[config.mk]
export PLATFORM = sky130hd
export DESIGN_NAME = sec_countdown_alarm
export DESIGN_NICKNAME = d
export VERILOG_FILES = /design/src/rtl/ca_pkg.sv /design/src/rtl/ca_regs.sv /design/src/rtl/ca_counter.sv /design/src/rtl/ca_pend.sv /design/src/rtl/sec_countdown_alarm.sv
export SDC_FILE = /design/constraint.sdc
export NUM_CORES = 1
export LEC_CHECK = 0
export ABC_AREA = 1
export BUFFER_PORTS_ARGS = -buffer_cell sky130_fd_sc_hd__buf_2
export CORE_ASPECT_RATIO = 1.4
export CORE_MARGIN = 2
export CORE_UTILIZATION = 50
export DETAILED_ROUTE_END_ITERATION = 12
export GPL_TIMING_DRIVEN = 1
export PLACE_DENSITY = 0.68
export SLEW_MARGIN = 10
export SYNTH_ARGS = -nofsm -noshare
export SYNTH_HDL_FRONTEND = slang
export SYNTH_HIERARCHICAL = 1
export SYNTH_SLANG_ARGS = --single-unit
[constraint.sdc]
create_clock -name clk -period 6.3 [get_ports clk]
set_input_delay 1.26 -clock clk [delete_from_list [all_inputs] [get_ports clk]]
set_output_delay 1.26 -clock clk [all_outputs]
set_load 0.01 [all_outputs]
[src/rtl/ca_pkg.sv]
package ca_pkg;
  localparam int ADDR_W  = 4;
  localparam int NUM_EVT = 2;
  localparam int EVT_CNT  = 0;
  localparam int EVT_WEEK = 1;

  typedef enum logic [ADDR_W-1:0] {
    SEL_LOAD   = 4'd0,
    SEL_REMAIN = 4'd1,
    SEL_RUN    = 4'd2,
    SEL_IRQEN  = 4'd3,
    SEL_STAT   = 4'd4,
    SEL_WAKE   = 4'd5,
    SEL_WKEN   = 4'd6,
    SEL_WKIRQ  = 4'd7,
    SEL_WKSTAT = 4'd8
  } sel_e;
endpackage

[src/rtl/ca_regs.sv]
module ca_regs
  import ca_pkg::*;
#(
  parameter int DATA_W = 32,
  parameter int CNT_W  = 32
) (
  input  logic                 clk,
  input  logic                 rst_n,
  input  logic                 we,
  input  logic [ADDR_W-1:0]    addr,
  input  logic [DATA_W-1:0]    wdata,
  input  logic [CNT_W-1:0]     remain,
  input  logic [NUM_EVT-1:0]   pend,
  output logic [DATA_W-1:0]    rdata,
  output logic                 load_stb,
  output logic [CNT_W-1:0]     load_val,
  output logic                 run_en,
  output logic [NUM_EVT-1:0]   irq_en,
  output logic                 wake_en,
  output logic                 week_en,
  output logic [NUM_EVT-1:0]   clr
);
  logic [CNT_W-1:0] load_q, load_d;
  logic run_q, run_d, cie_q, cie_d, wake_q, wake_d;
  logic wken_q, wken_d, wkie_q, wkie_d;
  logic hit_load, hit_run, hit_ie, hit_wake, hit_wken, hit_wkie;

  always_comb begin
    hit_load = we && (addr == SEL_LOAD);
    hit_run  = we && (addr == SEL_RUN);
    hit_ie   = we && (addr == SEL_IRQEN);
    hit_wake = we && (addr == SEL_WAKE);
    hit_wken = we && (addr == SEL_WKEN);
    hit_wkie = we && (addr == SEL_WKIRQ);
    load_d = hit_load ? wdata[CNT_W-1:0] : load_q;
    run_d  = hit_run  ? wdata[0] : run_q;
    cie_d  = hit_ie   ? wdata[0] : cie_q;
    wake_d = hit_wake ? wdata[0] : wake_q;
    wken_d = hit_wken ? wdata[0] : wken_q;
    wkie_d = hit_wkie ? wdata[0] : wkie_q;
  end

  always_ff @(posedge clk or negedge rst_n) begin
    if (!rst_n) begin
      load_q <= '0;
      run_q  <= 1'b0;
      cie_q  <= 1'b0;
      wake_q <= 1'b0;
      wken_q <= 1'b0;
      wkie_q <= 1'b0;
    end else begin
      load_q <= load_d;
      run_q  <= run_d;
      cie_q  <= cie_d;
      wake_q <= wake_d;
      wken_q <= wken_d;
      wkie_q <= wkie_d;
    end
  end

  always_comb begin
    rdata = '0;
    case (addr)
      SEL_LOAD:   rdata = DATA_W'(load_q);
      SEL_REMAIN: rdata = DATA_W'(remain);
      SEL_RUN:    rdata[0] = run_q;
      SEL_IRQEN:  rdata[0] = cie_q;
      SEL_STAT:   rdata[0] = pend[EVT_CNT];
      SEL_WAKE:   rdata[0] = wake_q;
      SEL_WKEN:   rdata[0] = wken_q;
      SEL_WKIRQ:  rdata[0] = wkie_q;
      SEL_WKSTAT: rdata[0] = pend[EVT_WEEK];
      default:    rdata = '0;
    endcase
  end

  assign load_stb         = hit_load;
  assign load_val         = wdata[CNT_W-1:0];
  assign run_en           = run_q;
  assign irq_en[EVT_CNT]  = cie_q;
  assign irq_en[EVT_WEEK] = wkie_q;
  assign wake_en          = wake_q;
  assign week_en          = wken_q;
  assign clr[EVT_CNT]     = we && (addr == SEL_STAT) && wdata[0];
  assign clr[EVT_WEEK]    = we && (addr == SEL_WKSTAT) && wdata[0];

  // a write to an index outside the map leaves the run bit alone
  assert_unmapped_write_R12: assert property (@(posedge clk) disable iff (!rst_n)
    (we && addr > SEL_WKSTAT) |=> $stable(run_q));
endmodule

[src/rtl/ca_counter.sv]
module ca_counter #(
  parameter int CNT_W = 32
) (
  input  logic             clk,
  input  logic             rst_n,
  input  logic             run_en,
  input  logic             tick,
  input  logic             load_stb,
  input  logic [CNT_W-1:0] load_val,
  output logic [CNT_W-1:0] remain,
  output logic             hit
);
  localparam logic [CNT_W-1:0] ONE = CNT_W'(1);

  logic [CNT_W-1:0] cnt_q, cnt_d;
  logic step;

  always_comb begin
    step  = run_en && tick && (cnt_q != '0);
    cnt_d = cnt_q;
    hit   = 1'b0;
    if (load_stb) begin
      cnt_d = load_val;
    end else if (step) begin
      cnt_d = cnt_q - ONE;
      hit   = (cnt_q == ONE);
    end
  end

  always_ff @(posedge clk or negedge rst_n) begin
    if (!rst_n) cnt_q <= '0;
    else        cnt_q <= cnt_d;
  end

  assign remain = cnt_q;

  assert_load_takes_R2: assert property (@(posedge clk) disable iff (!rst_n)
    load_stb |=> cnt_q == $past(load_val));
  assert_hold_idle_R3: assert property (@(posedge clk) disable iff (!rst_n)
    (!load_stb && !(run_en && tick)) |=> $stable(cnt_q));
  assert_step_one_R3: assert property (@(posedge clk) disable iff (!rst_n)
    (!load_stb && run_en && tick && cnt_q != '0) |=> cnt_q == $past(cnt_q) - ONE);
  assert_floor_R4: assert property (@(posedge clk) disable iff (!rst_n)
    (!load_stb && cnt_q == '0) |=> cnt_q == '0);
endmodule

[src/rtl/ca_pend.sv]
module ca_pend (
  input  logic clk,
  input  logic rst_n,
  input  logic set,
  input  logic clr,
  output logic q
);
  logic q_r, q_d;

  always_comb q_d = set | (q_r & ~clr);

  always_ff @(posedge clk or negedge rst_n) begin
    if (!rst_n) q_r <= 1'b0;
    else        q_r <= q_d;
  end

  assign q = q_r;

  assert_set_wins_R7: assert property (@(posedge clk) disable iff (!rst_n)
    set |=> q_r);
  assert_w1c_R6: assert property (@(posedge clk) disable iff (!rst_n)
    (clr && !set) |=> !q_r);
  assert_sticky_R6: assert property (@(posedge clk) disable iff (!rst_n)
    (q_r && !clr) |=> q_r);
endmodule

[src/rtl/sec_countdown_alarm.sv]
module sec_countdown_alarm
  import ca_pkg::*;
#(
  parameter int DATA_W = 32,
  parameter int CNT_W  = 32
) (
  input  logic              clk,
  input  logic              rst_n,
  input  logic              sec_tick,
  input  logic              week_hit,
  input  logic              bus_we,
  input  logic [ADDR_W-1:0] bus_addr,
  input  logic [DATA_W-1:0] bus_wdata,
  output logic [DATA_W-1:0] bus_rdata,
  output logic              irq_o,
  output logic              wake_o
);
  localparam int SYNC_N = 2;

  logic [SYNC_N-1:0]  rst_sync;
  logic               rst_n_i;
  logic [CNT_W-1:0]   remain, load_val;
  logic               load_stb, run_en, wake_en, week_en, cnt_hit;
  logic [NUM_EVT-1:0] irq_en, clr, set, pend;

  always_ff @(posedge clk or negedge rst_n) begin
    if (!rst_n) rst_sync <= '0;
    else        rst_sync <= {rst_sync[SYNC_N-2:0], 1'b1};
  end
  assign rst_n_i = rst_sync[SYNC_N-1];

  ca_regs #(.DATA_W(DATA_W), .CNT_W(CNT_W)) u_regs (
    .clk(clk), .rst_n(rst_n_i), .we(bus_we), .addr(bus_addr), .wdata(bus_wdata),
    .remain(remain), .pend(pend), .rdata(bus_rdata), .load_stb(load_stb),
    .load_val(load_val), .run_en(run_en), .irq_en(irq_en), .wake_en(wake_en),
    .week_en(week_en), .clr(clr)
  );

  ca_counter #(.CNT_W(CNT_W)) u_cnt (
    .clk(clk), .rst_n(rst_n_i), .run_en(run_en), .tick(sec_tick),
    .load_stb(load_stb), .load_val(load_val), .remain(remain), .hit(cnt_hit)
  );

  assign set[EVT_CNT]  = cnt_hit;
  assign set[EVT_WEEK] = week_hit && week_en;

  for (genvar e = 0; e < NUM_EVT; e++) begin : g_pend
    ca_pend u_pend (
      .clk(clk), .rst_n(rst_n_i), .set(set[e]), .clr(clr[e]), .q(pend[e])
    );
  end

  assign irq_o  = |(pend & irq_en);
  assign wake_o = pend[EVT_CNT] & wake_en;

  assert_fire_at_one_R4: assert property (@(posedge clk) disable iff (!rst_n_i)
    $rose(pend[EVT_CNT]) |-> $past(remain) == CNT_W'(1));
  assert_week_gated_R10: assert property (@(posedge clk) disable iff (!rst_n_i)
    $rose(pend[EVT_WEEK]) |-> $past(week_en));
  assert_irq_path_R8: assert property (@(posedge clk) disable iff (!rst_n_i)
    (pend[EVT_CNT] && irq_en[EVT_CNT]) |-> irq_o);
  assert_wake_quiet_R8: assert property (@(posedge clk) disable iff (!rst_n_i)
    !pend[EVT_CNT] |-> !wake_o);
endmodule

==> results.rst, run 1 <==
.. list-table::
   :header-rows: 1

   * - Metric
     - Value
   * - Result of the run
     - finished, final reports clean
   * - Residual antenna-violating net count after detailed routing
     - 0
   * - Area of the core
     - between 9000 and 10000 sq um
   * - Max-Slew Margin vs Limit
     - 38.1%
   * - Synthesized-area fraction occupied by xor and xnor cells
     - 2.70%
   * - Post-synthesis instance area
     - ~5000 sq um
   * - Total half-perimeter wirelength after legalization and detailed placement
     - a little under 9000 microns
   * - Site Rows
     - 42
   * - Count of pins on the block boundary
     - between 70 and 80
   * - Number of register bits inferred by synthesis
     - 73
   * - Most frequent cell after synthesis
     - sky130_fd_sc_hd__nand2_1
   * - Endpoint class of the critical path
     - primary output
   * - Post-Syn Instances
     - 735
   * - Cts bufs inserted
     - 9
   * - Post-placement worst setup slack
     - 2.22 ns
   * - Yosys Warn Count
     - 6
   * - Hold-fix buffers at CTS
     - 0
   * - Hold violation total from the final report
     - 0
   * - Clock Tree Buf Depth
     - 2
   * - Largest net degree at the start of global routing
     - 72
   * - Share of synthesized area spent on multiplexers
     - 0%
   * - Share of power burned in combinational logic
     - between 30% and 40%
   * - Area growth from synthesis to layout
     - 9.68%
   * - TritonCTS clock tree
     - yes
   * - Worst Min Path Start
     - rst_sync[0]
   * - GR Overflow Total
     - 0
   * - Number of flops mapped to enable cells by yosys
     - 0
   * - Total via count after detailed routing
     - 4540
   * - Chip Height
     - ~120 microns
   * - Tcrit/Tclk final
     - 65.0%
   * - Simple-gate share of the synthesized area
     - about 44%
   * - Path type of the worst min-delay path
     - flip-flop to flip-flop
   * - Worst flop-to-flop path startpoint
     - u_cnt/remain[0]
   * - Most common library cells after synthesis
     - 339 x sky130_fd_sc_hd__nand2_1, 87 x sky130_fd_sc_hd__nand3_1, 73 x sky130_fd_sc_hd__dfrtp_1, 61 x sky130_fd_sc_hd__nor2_1, 45 x sky130_fd_sc_hd__inv_1
   * - Synthesized area per cell
     - 6.63 sq um
   * - Worst clock skew on the final layout
     - 0.00566 ns
   * - Combined global-route utilization of all metal layers
     - 24.4%
   * - Mean routed wirelength per cell
     - between 10 and 15 microns
   * - DRT iter0 DRCs
     - 299
   * - Main area contributors after synthesis
     - sky130_fd_sc_hd__dfrtp_1 38%, sky130_fd_sc_hd__nand2_1 26%, sky130_fd_sc_hd__nand3_1 8.9%, sky130_fd_sc_hd__buf_4 5.2%, sky130_fd_sc_hd__nor2_1 4.7%
   * - Post-synth ARST share
     - 100%
   * - Main combinational cell family by area after synthesis
     - simple AND/OR/NAND/NOR gates
   * - Classification of the worst setup path
     - input port to primary output
   * - Part of the power in registers
     - 37.2%
   * - Overall Power
     - roughly 2.1 mW
   * - Final instance area
     - between 5000 and 6000 sq um
   * - Power share of the clock group
     - 27.1%
   * - Final min period
     - 4.10 ns
   * - Number of detailed-route iterations in the first pass
     - 5
   * - Arithmetic-cell share of the synthesized area counting full adders, half adders and majority gates
     - less than 1%
   * - Sequential-to-total area share from yosys stat
     - between 30% and 40%
   * - Antenna violations before repair
     - 0
   * - Cell internal power dissipation
     - ~1.3 mW
   * - Post-synth net total
     - 778
   * - Fin nets
     - 809
   * - Count of max-cap constraint violations
     - 0
   * - Weighted congestion at the end of routability-driven global placement
     - around 0.9
   * - Leakage power total
     - 2.97 nW
   * - Clk slew on worst S/H paths
     - 0.05 ns
   * - Share of layout cells above drive strength 1
     - 15.8%
   * - Count of buffers from port buffering
     - 74
   * - Final Instance Count excl. Fillers
     - 881
   * - Synth Area in Compound Gates
     - under 10%
   * - Layout Utilization
     - 56.5%
   * - Number of cells after detailed placement
     - between 800 and 900
   * - Wire length of the first global-routing pass
     - 20300 microns
   * - Routed vias/inst
     - 5.15
   * - # clock sinks
     - 73
   * - Cell Pwr Density
     - 397 nW/um^2
   * - Start point of the critical path
     - bus_addr[0]
   * - Smallest hold slack
     - 0.353 ns
   * - Post-route worst setup slack
     - about 2.2 ns
   * - Worst Max-Slew Pin Slew
     - 0.929 ns
   * - Quantity of gates resized following cts
     - 0
   * - Total Die Area
     - 10600 sq um
   * - Final-layout setup total negative slack
     - 0 ns
   * - FILL cells
     - 965
   * - DRC violation count after routing
     - 0
   * - Data arrival time of the worst path
     - 2.84 ns
   * - Synth area leader
     - sky130_fd_sc_hd__dfrtp_1
   * - Maximum fanout encountered on the critical timing path
     - 19
   * - Distinct cell type count of the synthesized netlist
     - 30
   * - Final setup violation count
     - 0
   * - Req. time, crit path
     - 5.04 ns
   * - Combined area of the multi-input logic cells
     - 2450 sq um
   * - Setup repair after global routing missed its margin
     - no
   * - CP Launch Type
     - input port
   * - Seq. cell area
     - between 1500 and 2000 sq um
   * - Depth of the CTS H-tree
     - 3
   * - Number of max-slew violations in the final report
     - 0
   * - Switching power total
     - 0.861 mW
   * - Maximum clock rate
     - 244 MHz
   * - Area fraction of the dominant cell type after synthesis
     - a little under two fifths
   * - Starting utilization of the core area
     - between 50% and 60%
   * - Number of post-CTS setup repair buffers
     - 0
   * - Switching part of the total power
     - 40.6%
   * - Most frequently used flop master after synthesis
     - sky130_fd_sc_hd__dfrtp_1
   * - Chip width
     - 87.4 microns
   * - Placed Instance Area
     - 5000 sq um
   * - Ant. Diodes
     - 0
   * - Insertion delay of the later-clocked pin in the worst-skew pair
     - 0.34 ns
   * - Root Driver
     - sky130_fd_sc_hd__clkbuf_16
   * - Highest ir drop seen on vdd
     - 0.259 mV
   * - Vias in the first global route
     - roughly 4.4k
   * - Overall routed net length
     - about 12000 microns
==> kinds of logic after synthesis <==
kind of cell / after synthesis
other cells: 1
simple gates: 514
fa+ha+maj: 2
compound gates: 24
xor+xnor: 15
flops: 73
buf+inv: 106
==> worst max-delay path, cell delays in order <==
cell and delay [ns]:
sky130_fd_sc_hd__buf_2 0.13, sky130_fd_sc_hd__inv_1 0.06, sky130_fd_sc_hd__nor2_2 0.60, sky130_fd_sc_hd__buf_4 0.37, sky130_fd_sc_hd__nand3_1 0.10, sky130_fd_sc_hd__nand3_1 0.10
sky130_fd_sc_hd__nor2_1 0.04, sky130_fd_sc_hd__nand2_1 0.05, sky130_fd_sc_hd__buf_2 0.12
==> layout make-up <==
cell class,instances,share of cell area [%]
Sequential cell,73,34.2
Clock inverter,4,1.38
Multi-Input combinational cell,556,45.9
Inverter,47,3.33
Clock buffer,12,4.99
Tap cell,110,2.58
Timing Repair Buffer,79,7.63
==> metal layers <==
layer	up-vias	global-route usage, %	share of wire, %
li1	2307	-	-
met4	0	9.04	2.5
met1	2109	29.5	43
met2	99	42.6	51
met3	25	4.44	3.2
met5	-	0	0
==> power by group through the flow <==
stage	Clock (mW)	Sequential [mW]	Combinational, mW
after floorplan	0	0.747	0.616
after global placement	0	0.795	0.741
after detailed placement	0	0.797	0.753
after CTS	0.589	0.790	0.759
after global routing	0.607	0.814	0.875
final	0.574	0.788	0.759
==> path summary, 6_finish.rpt <==
| kind | slack (ns) | to | cells past startpoint |
|---|---|---|---|
| hold / removal | 0.35 | rst_sync[1] | 0 |
| setup reg to reg | 3.97 | u_cnt/remain[31] | 9 |
| setup / recovery | 2.20 | bus_rdata[0] | 9 |
| hold reg to reg | 0.35 | rst_sync[1] | 0 |
| min in group asynchronous | 0.48 | u_regs/load_q[17] | 1 |
| max in group asynchronous | 5.21 | u_cnt/remain[28] | 1 |
==> sequential cells by signal, summed over array words and instances, names as in the netlist <==
name,flops
rst_sync,2
u_regs/load_q,32
u_regs/cie_q,1
u_cnt/remain,32
u_regs/wkie_q,1
u_regs/wake_en,1
g_pend.u_pend/q,2
u_regs/week_en,1
u_regs/run_en,1
==> cells in the final DEF (no fill, tap or decap), types with 2 or more instances in the layout <==
cell and count:
sky130_fd_sc_hd__buf_2 74, sky130_fd_sc_hd__buf_4 5, sky130_fd_sc_hd__bufinv_16 2, sky130_fd_sc_hd__clkbuf_16 9, sky130_fd_sc_hd__clkbuf_8 3, sky130_fd_sc_hd__clkinv_2 2
sky130_fd_sc_hd__dfrtp_1 72, sky130_fd_sc_hd__ha_1 2, sky130_fd_sc_hd__inv_1 45, sky130_fd_sc_hd__nand2_1 339, sky130_fd_sc_hd__nand2_2 5, sky130_fd_sc_hd__nand3_1 87
sky130_fd_sc_hd__nand4_1 5, sky130_fd_sc_hd__nor2_1 60, sky130_fd_sc_hd__nor2_2 10, sky130_fd_sc_hd__nor2_4 4, sky130_fd_sc_hd__o21ai_0 16, sky130_fd_sc_hd__o21ai_2 4
sky130_fd_sc_hd__xnor2_1 7, sky130_fd_sc_hd__xor2_1 8
(Power assumes the default switching activity.)
==> run 2, diff against run 1 <==
Settings changed: ABC_AREA 1 to 0, PLACE_DENSITY 0.68 to 0.71.
Clock period 6.3 ns to 3.7 ns, I/O delays scaled along.
==> run 2 against run 1 <==
Compared with the run above:
- global-route usage fell by 2.4 points
- critical path depth fell by 4
- die area down 7.1%
- sequential cell count is the same
- worst setup slack worse by 1.3 ns
- clock-buffer cell count rose by 1
- synthesized area fell by 7.4%
- combinational power down 22%
- register-to-register slack lost 3.0 ns
- largest cell class unchanged
- sequential power increased by 57%
- worst hold slack got worse by 0.18 ns
- non-clock buffer count grew 3
==> results.rst, run 2 <==
.. list-table::
   :header-rows: 1

   * - Metric
     - Value
   * - Result of the run
     - finished, final reports clean
   * - Clk slew on worst S/H paths
     - 0.05 ns (about the same)
   * - Total via count after detailed routing
     - 3501 (-23%)
   * - Max-Slew Margin vs Limit
     - 47.0% (+9.0 points)
   * - Distinct cell type count of the synthesized netlist
     - 64 (+110%)
   * - Maximum fanout encountered on the critical timing path
     - 11 (-8)
   * - Smallest hold slack
     - 0.175 ns (-0.178 ns)
   * - Starting utilization of the core area
     - 50.8% (-0.68 points)
   * - Post-synth ARST share
     - 100% (unchanged)
   * - Combined area of the multi-input logic cells
     - 2260 sq um (-8.0%)
   * - Post-route worst setup slack
     - 0.953 ns (-1.25 ns)
   * - TritonCTS clock tree
     - yes
   * - Number of flops mapped to enable cells by yosys
     - 0 (unchanged)
   * - Final setup violation count
     - 0 (unchanged)
   * - Sequential-to-total area share from yosys stat
     - 40.5% (+3.0 points)
   * - Placed Instance Area
     - 4680 sq um (-6.5%)
   * - Number of post-CTS setup repair buffers
     - 0 (unchanged)
   * - Insertion delay of the later-clocked pin in the worst-skew pair
     - 0.34 ns (about the same)
   * - Synth area leader
     - sky130_fd_sc_hd__dfrtp_1
   * - Residual antenna-violating net count after detailed routing
     - 0 (unchanged)
   * - Count of max-cap constraint violations
     - 0 (unchanged)
   * - Yosys Warn Count
     - 6 (unchanged)
   * - Data arrival time of the worst path
     - 2.01 ns (-0.83 ns)
   * - Worst Max-Slew Pin Slew
     - 0.787 ns (-0.142 ns)
   * - Total half-perimeter wirelength after legalization and detailed placement
     - 7180 microns (-18%)
   * - Wire length of the first global-routing pass
     - 17100 microns (-16%)
   * - Number of max-slew violations in the final report
     - 0 (unchanged)
   * - Path type of the worst min-delay path
     - input port to async pin
   * - Chip width
     - 84.3 microns (-3.6%)
   * - Ant. Diodes
     - 0 (unchanged)
   * - Classification of the worst setup path
     - input port to primary output
   * - Most common library cells after synthesis
     - 73 x sky130_fd_sc_hd__dfrtp_1, 34 x sky130_fd_sc_hd__buf_4, 32 x sky130_fd_sc_hd__a22o_1, 30 x sky130_fd_sc_hd__mux2_4, 27 x sky130_fd_sc_hd__nand2_1
   * - Hold violation total from the final report
     - 0 (unchanged)
   * - Endpoint class of the critical path
     - primary output
   * - Routed vias/inst
     - 6.09 (+18%)
   * - Area of the core
     - 8870 sq um (-6.2%)
   * - Number of register bits inferred by synthesis
     - 73 (unchanged)
   * - CP Launch Type
     - input port
   * - Share of layout cells above drive strength 1
     - 31.4% (+16 points)
   * - FILL cells
     - 782 (-19%)
   * - Cell repeated most along the worst path
     - sky130_fd_sc_hd__buf_2
   * - Clock Tree Buf Depth
     - 2 (unchanged)
   * - Leading cell type in the layout, fill and taps excluded
     - sky130_fd_sc_hd__buf_2
   * - Slowest cell on crit path
     - sky130_fd_sc_hd__a2111oi_2
   * - Count of pins on the block boundary
     - 75 (unchanged)
   * - Area growth from synthesis to layout
     - 9.85%
   * - Cts bufs inserted
     - 9 (unchanged)
   * - Fin nets
     - 506 (-37%)
   * - Layout Utilization
     - 55.8% (-0.67 points)
   * - Antenna violations before repair
     - 0 (unchanged)
   * - Quantity of gates resized following cts
     - 0 (unchanged)
   * - Setup repair after global routing missed its margin
     - no
   * - Total Die Area
     - 9800 sq um (-7.1%)
   * - Vias in the first global route
     - 3349 (-23%)
   * - Site Rows
     - 41 (-2.4%)
   * - Number of detailed-route iterations in the first pass
     - 4 (-1)
   * - Overall routed net length
     - 10300 microns (-16%)
   * - GR Overflow Total
     - 0 (unchanged)
   * - Chip Height
     - 116 microns (-3.7%)
   * - Highest ir drop seen on vdd
     - 0.311 mV (+20%)
   * - Combined global-route utilization of all metal layers
     - 22.0% (-2.4 points)
   * - Root Driver
     - sky130_fd_sc_hd__clkbuf_16
   * - Largest net degree at the start of global routing
     - 47 (-35%)
   * - Maximum clock rate
     - 364 MHz
   * - Synthesized area per cell
     - 10.5 sq um (+58%)
   * - Weighted congestion at the end of routability-driven global placement
     - 0.879 (-2.6%)
   * - Commonest non-fill, non-tap cells in the layout
     - 74 x sky130_fd_sc_hd__buf_2, 72 x sky130_fd_sc_hd__dfrtp_1, 32 x sky130_fd_sc_hd__a22o_1
   * - Post-synth net total
     - 473 (-39%)
   * - Tcrit/Tclk final
     - between 70% and 80%
   * - Main area contributors after synthesis
     - sky130_fd_sc_hd__dfrtp_1 41%, sky130_fd_sc_hd__mux2_4 10%, sky130_fd_sc_hd__a22o_1 6.2%, sky130_fd_sc_hd__buf_4 5.7%, sky130_fd_sc_hd__or4_1 3.2%
   * - Post-Syn Instances
     - 430 (-41%)
   * - Mean routed wirelength per cell
     - 17.9 microns (+29%)
   * - Most frequent cell after synthesis
     - sky130_fd_sc_hd__dfrtp_1
   * - Final-layout setup total negative slack
     - 0 ns (unchanged)
   * - Most frequently used flop master after synthesis
     - sky130_fd_sc_hd__dfrtp_1
   * - Biggest cell delay along the critical path
     - 0.37 ns (-0.23 ns)
   * - DRT iter0 DRCs
     - 247 (-17%)
   * - Req. time, crit path
     - 2.96 ns (-2.08 ns)
   * - Count of buffers from port buffering
     - 74 (unchanged)
   * - Worst clock skew on the final layout
     - 0.00831 ns (+0.00265 ns)
   * - Final instance area
     - 4950 sq um (-7.3%)
   * - Seq. cell area
     - 1830 sq um (unchanged)
   * - Hold-fix buffers at CTS
     - 0 (unchanged)
   * - # clock sinks
     - 73 (unchanged)
   * - Post-synthesis instance area
     - 4510 sq um (-7.4%)
   * - Cell Chain, Critical Path
     - buf_2 -> mux2_4 -> a2111oi_2 -> a22oi_1 -> buf_2
   * - Post-placement worst setup slack
     - 0.957 ns (-1.27 ns)
   * - DRC violation count after routing
     - 0 (unchanged)
   * - Area fraction of the dominant cell type after synthesis
     - 40.5% (+3.0 points)
   * - Final min period
     - 2.75 ns
   * - Leakage power total
     - 2.21 nW (-26%)
   * - Cell Pwr Density
     - 532 nW/um^2 (+34%)
   * - Depth of the CTS H-tree
     - 3 (unchanged)
-- run 2: kinds of logic (layout without fill, tap and decap cells) --
group,Yosys count,in the layout,synth area share [%]
AOI/OAI and AO/OA,93,93,16.1
xor gates and xnor gates,7,7,1.36
adders and majority gates,2,2,0.555
buffers and inverters,68,106,9.79
DFF,73,73,40.5
muxes,42,42,12.9
other,1,1,0.0832
and+or+nand+nor,144,144,18.7
-- run 2: path summary, 6_finish.rpt --
| kind | start | to | slack (ns) | cells past startpoint |
|---|---|---|---|---|
| worst min register to register | rst_sync[1] | u_regs/load_q[15] | 0.27 | 0 |
| min in group clk | rst_sync[0] | rst_sync[1] | 0.37 | 0 |
| worst max-delay path | bus_addr[2] | bus_rdata[0] | 0.95 | 5 |
| worst max register to register | u_cnt/remain[25] | u_cnt/remain[25] | 1.02 | 6 |
| max in group asynchronous | rst_sync[1] | g_pend[1].u_pend/q | 2.43 | 1 |
| worst min-delay path | rst_n | rst_sync[0] | 0.17 | 1 |
-- run 2: cell type report --
type                       instances  share of cell area, %
multi-input combinational        289                   45.5
sequential                        73                   36.9
timing repair buffer              82                   8.69
clock buffer                      13                   5.25
tap                              107                   2.70
inverter                           8                  0.606
clock inverter                     3                  0.303
-- run 2: stage by stage --
stage / power [mW] / cells
2_1_floorplan: 1.67 / 430
3_5_place_dp: 1.83 / 559
6_report: 2.64 / 575
4_1_cts: 2.65 / 575
5_1_grt: 2.79 / 575
3_3_place_gp: 1.81 / 559
-- run 2: power breakdown --
group          internal, mW  leakage, nW  switching, mW  total [mW]
logic                 0.315         1.19          0.276       0.591
registers              1.00        0.882          0.233        1.24
clock network         0.487        0.139          0.322       0.809
-- run 2: per-layer routing --
metal	vias up	wire length, microns	GRT usage [%]
met4	0	297	10.6
met2	92	4960	35.6
met1	1733	4580	28.8
li1	1654	-	-
met3	22	476	3.82
met5	-	0	0
-- run 2: critical path, delay by kind of cell --
kind / cells / cell delay, ns
AOI/OAI and AO/OA: 2 / 0.51
buffers and inverters: 2 / 0.42
muxes: 1 / 0.34
==> run 3, diff against run 2 <==
Settings changed: ABC_AREA 0 to 1, PLACE_DENSITY 0.71 to 0.68.
Clock period 3.7 ns to 2.6 ns, I/O delays scaled along.
==> run 3 against run 2 <==
Compared with the run above:
- via count increased by 30%
- first-iteration DRC count up 25%
- critical path depth rose by 4
==> results.rst, run 3 (synthesis gave the netlist of run 1 again) <==
.. list-table::
   :header-rows: 1

   * - Metric
     - Value
   * - Result of the run
     - finished, final reports clean
   * - Endpoint class of the critical path
     - flip-flop
   * - Antenna violations before repair
     - 0 (unchanged)
   * - Overall Power
     - 4.95 mW (+88%)
   * - Data arrival time of the worst path
     - 2.61 ns (+0.60 ns)
   * - Classification of the worst setup path
     - flip-flop to flip-flop
   * - Max-Slew Margin vs Limit
     - 37.4% (-9.6 points)
   * - Number of buffer and inverter stages on the critical path
     - 1 (-1)
   * - Final min period
     - 2.34 ns
   * - Worst reg2reg endpoint
     - u_cnt/remain[31]
   * - Smallest hold slack
     - 0.176 ns (+0.00182 ns)
   * - Chip width
     - 87.4 microns (+3.7%)
   * - Worst path top cell family by delay
     - simple AND/OR/NAND/NOR gates
   * - Count of buffers from port buffering
     - 74 (unchanged)
   * - R2R setup slack
     - 0.26 ns (-0.76 ns)
   * - Number of detailed-route iterations in the first pass
     - 5 (+1)
   * - Weighted congestion at the end of routability-driven global placement
     - 0.933 (+6.1%)
   * - Path type of the worst min-delay path
     - flip-flop to async pin
   * - Count of max-cap constraint violations
     - 0 (unchanged)
   * - Biggest cell delay along the critical path
     - 0.72 ns (+0.35 ns)
   * - Leading cell type in the layout, fill and taps excluded
     - sky130_fd_sc_hd__nand2_1
   * - Vias in the first global route
     - 4459 (+33%)
   * - Quantity of gates resized following cts
     - 0 (unchanged)
   * - Cts bufs inserted
     - 9 (unchanged)
   * - Residual antenna-violating net count after detailed routing
     - 0 (unchanged)
   * - Cell Chain, Critical Path
     - inv_1 -> ha_1 -> nand2_2 -> nor2_4 -> nand2_2 -> o21ai_4 -> nor2_2 -> nand3_1 -> nand2_1
   * - Cell repeated most along the worst path
     - sky130_fd_sc_hd__nand2_2
   * - Overall routed net length
     - 12400 microns (+21%)
   * - Area growth from synthesis to layout
     - 9.74%
   * - Number of post-CTS setup repair buffers
     - 0 (unchanged)
   * - Req. time, crit path
     - 2.87 ns (-0.09 ns)
   * - Maximum clock rate
     - approximately 430 MHz
   * - Final-layout setup total negative slack
     - 0 ns (unchanged)
   * - # clock sinks
     - 73 (unchanged)
   * - Tcrit/Tclk final
     - 90.1%
   * - Hold violation total from the final report
     - 0 (unchanged)
   * - Highest ir drop seen on vdd
     - 0.417 mV (+34%)
   * - Fin nets
     - 816 (+61%)
   * - Cell Pwr Density
     - 926 nW/um^2 (+74%)
   * - Share of layout cells above drive strength 1
     - 16.2% (-15 points)
   * - Count of pins on the block boundary
     - 75 (unchanged)
   * - Routed vias/inst
     - 5.14 (-16%)
   * - Mean routed wirelength per cell
     - 14.0 microns (-22%)
   * - Hold-fix buffers at CTS
     - 1 (+1)
   * - Total half-perimeter wirelength after legalization and detailed placement
     - 9210 microns (+28%)
   * - Site Rows
     - 42 (+2.4%)
   * - Clk slew on worst S/H paths
     - 0.06 ns (about the same)
   * - Chip Height
     - 121 microns (+3.8%)
   * - GR Overflow Total
     - 0 (unchanged)
   * - TritonCTS clock tree
     - yes
   * - FILL cells
     - 969 (+24%)
   * - Number of max-slew violations in the final report
     - 0 (unchanged)
   * - Commonest non-fill, non-tap cells in the layout
     - 339 x sky130_fd_sc_hd__nand2_1, 87 x sky130_fd_sc_hd__nand3_1, 74 x sky130_fd_sc_hd__buf_2
   * - DRT iter0 DRCs
     - 309 (+25%)
   * - Combined global-route utilization of all metal layers
     - 24.9% (+2.9 points)
   * - Worst clock skew on the final layout
     - 0.00583 ns (-0.00248 ns)
   * - Worst flop-to-flop path startpoint
     - u_cnt/remain[0]
   * - Depth of the worst register-to-register path
     - 9 (+3)
   * - DRC violation count after routing
     - 0 (unchanged)
   * - Depth of the CTS H-tree
     - 3 (unchanged)
   * - Ant. Diodes
     - 0 (unchanged)
   * - Total via count after detailed routing
     - 4567 (+30%)
   * - CP Launch Type
     - flip-flop
   * - Wire length of the first global-routing pass
     - 20800 microns (+22%)
   * - Largest net degree at the start of global routing
     - 59 (+26%)
   * - Number of cells after detailed placement
     - 871 (+56%)
   * - Final setup violation count
     - 0 (unchanged)
   * - Worst Max-Slew Pin Slew
     - 0.937 ns (+0.150 ns)
   * - Setup repair after global routing missed its margin
     - no
   * - Insertion delay of the later-clocked pin in the worst-skew pair
     - 0.33 ns (about the same)
   * - Root Driver
     - sky130_fd_sc_hd__clkbuf_16
   * - Area of the core
     - 9460 sq um (+6.6%)
   * - Maximum fanout encountered on the critical timing path
     - 23 (+12)
   * - Leakage power total
     - 2.99 nW (+35%)
   * - Slowest cell on crit path
     - sky130_fd_sc_hd__nor2_2
   * - Starting utilization of the core area
     - 51.5% (+0.68 points)
   * - Total Die Area
     - 10600 sq um (+7.7%)
   * - Final Instance Count excl. Fillers
     - 888 (+54%)
   * - Start point of the critical path
     - u_cnt/remain[0]
   * - Clock Tree Buf Depth
     - 2 (unchanged)
==> run 3: changes by cell type in the layout (fill, tap and decap cells not counted), sizes merged, moves of 9 or more <==
cell,previous run,this run
a22o,32,0
nand3,9,87
inv,8,45
mux2,39,0
nor4,11,1
o31ai,10,0
o21ai,12,22
nor2,28,75
a31oi,15,1
or3,9,0
or4,19,0
nand2,27,344
==> run 3: final cells by class <==
type	count	area [sq um]	share of cell area, %
multi-input combinational	556	2450	45.9
sequential	73	1830	34.2
timing repair buffer	86	475	8.90
clock buffer	13	260	4.87
inverter	47	178	3.32
tap	110	138	2.57
clock inverter	3	15.0	0.281
==> run 3: worst max-delay path by stage <==
stage / end / cells after the start / slack [ns]
detailed placement: u_cnt/remain[31] / 9 / 0.20
CTS: u_cnt/remain[31] / 9 / 0.24
global placement: u_cnt/remain[31] / 9 / 0.29
global route: u_cnt/remain[31] / 9 / 0.08
finish: u_cnt/remain[31] / 9 / 0.26
floorplan: g_pend[0].u_pend/q / 0 / 0.42
==> run 3: stage by stage <==
step	cell area [sq um]	util (%)	setup WS [ns]
floorplan	4870	-	0.417
global placement	5060	53.5	0.293
detailed placement	5060	53.5	0.203
CTS	5350	56.5	0.239
global route	5350	56.5	0.0821
finish	5350	56.5	0.257
==> run 3: report_power, final <==
part	internal, mW	switching [mW]
sequential	1.48	0.442
combinational	0.672	1.19
clock	0.694	0.468
==> run 3: metal layers <==
layer	up-vias	wire length, microns	GRT usage (%)
li1	2323	-	-
met1	2098	5220	29.6
met4	0	294	8.94
met5	-	0	0
met2	121	6410	44.1
met3	25	517	4.37
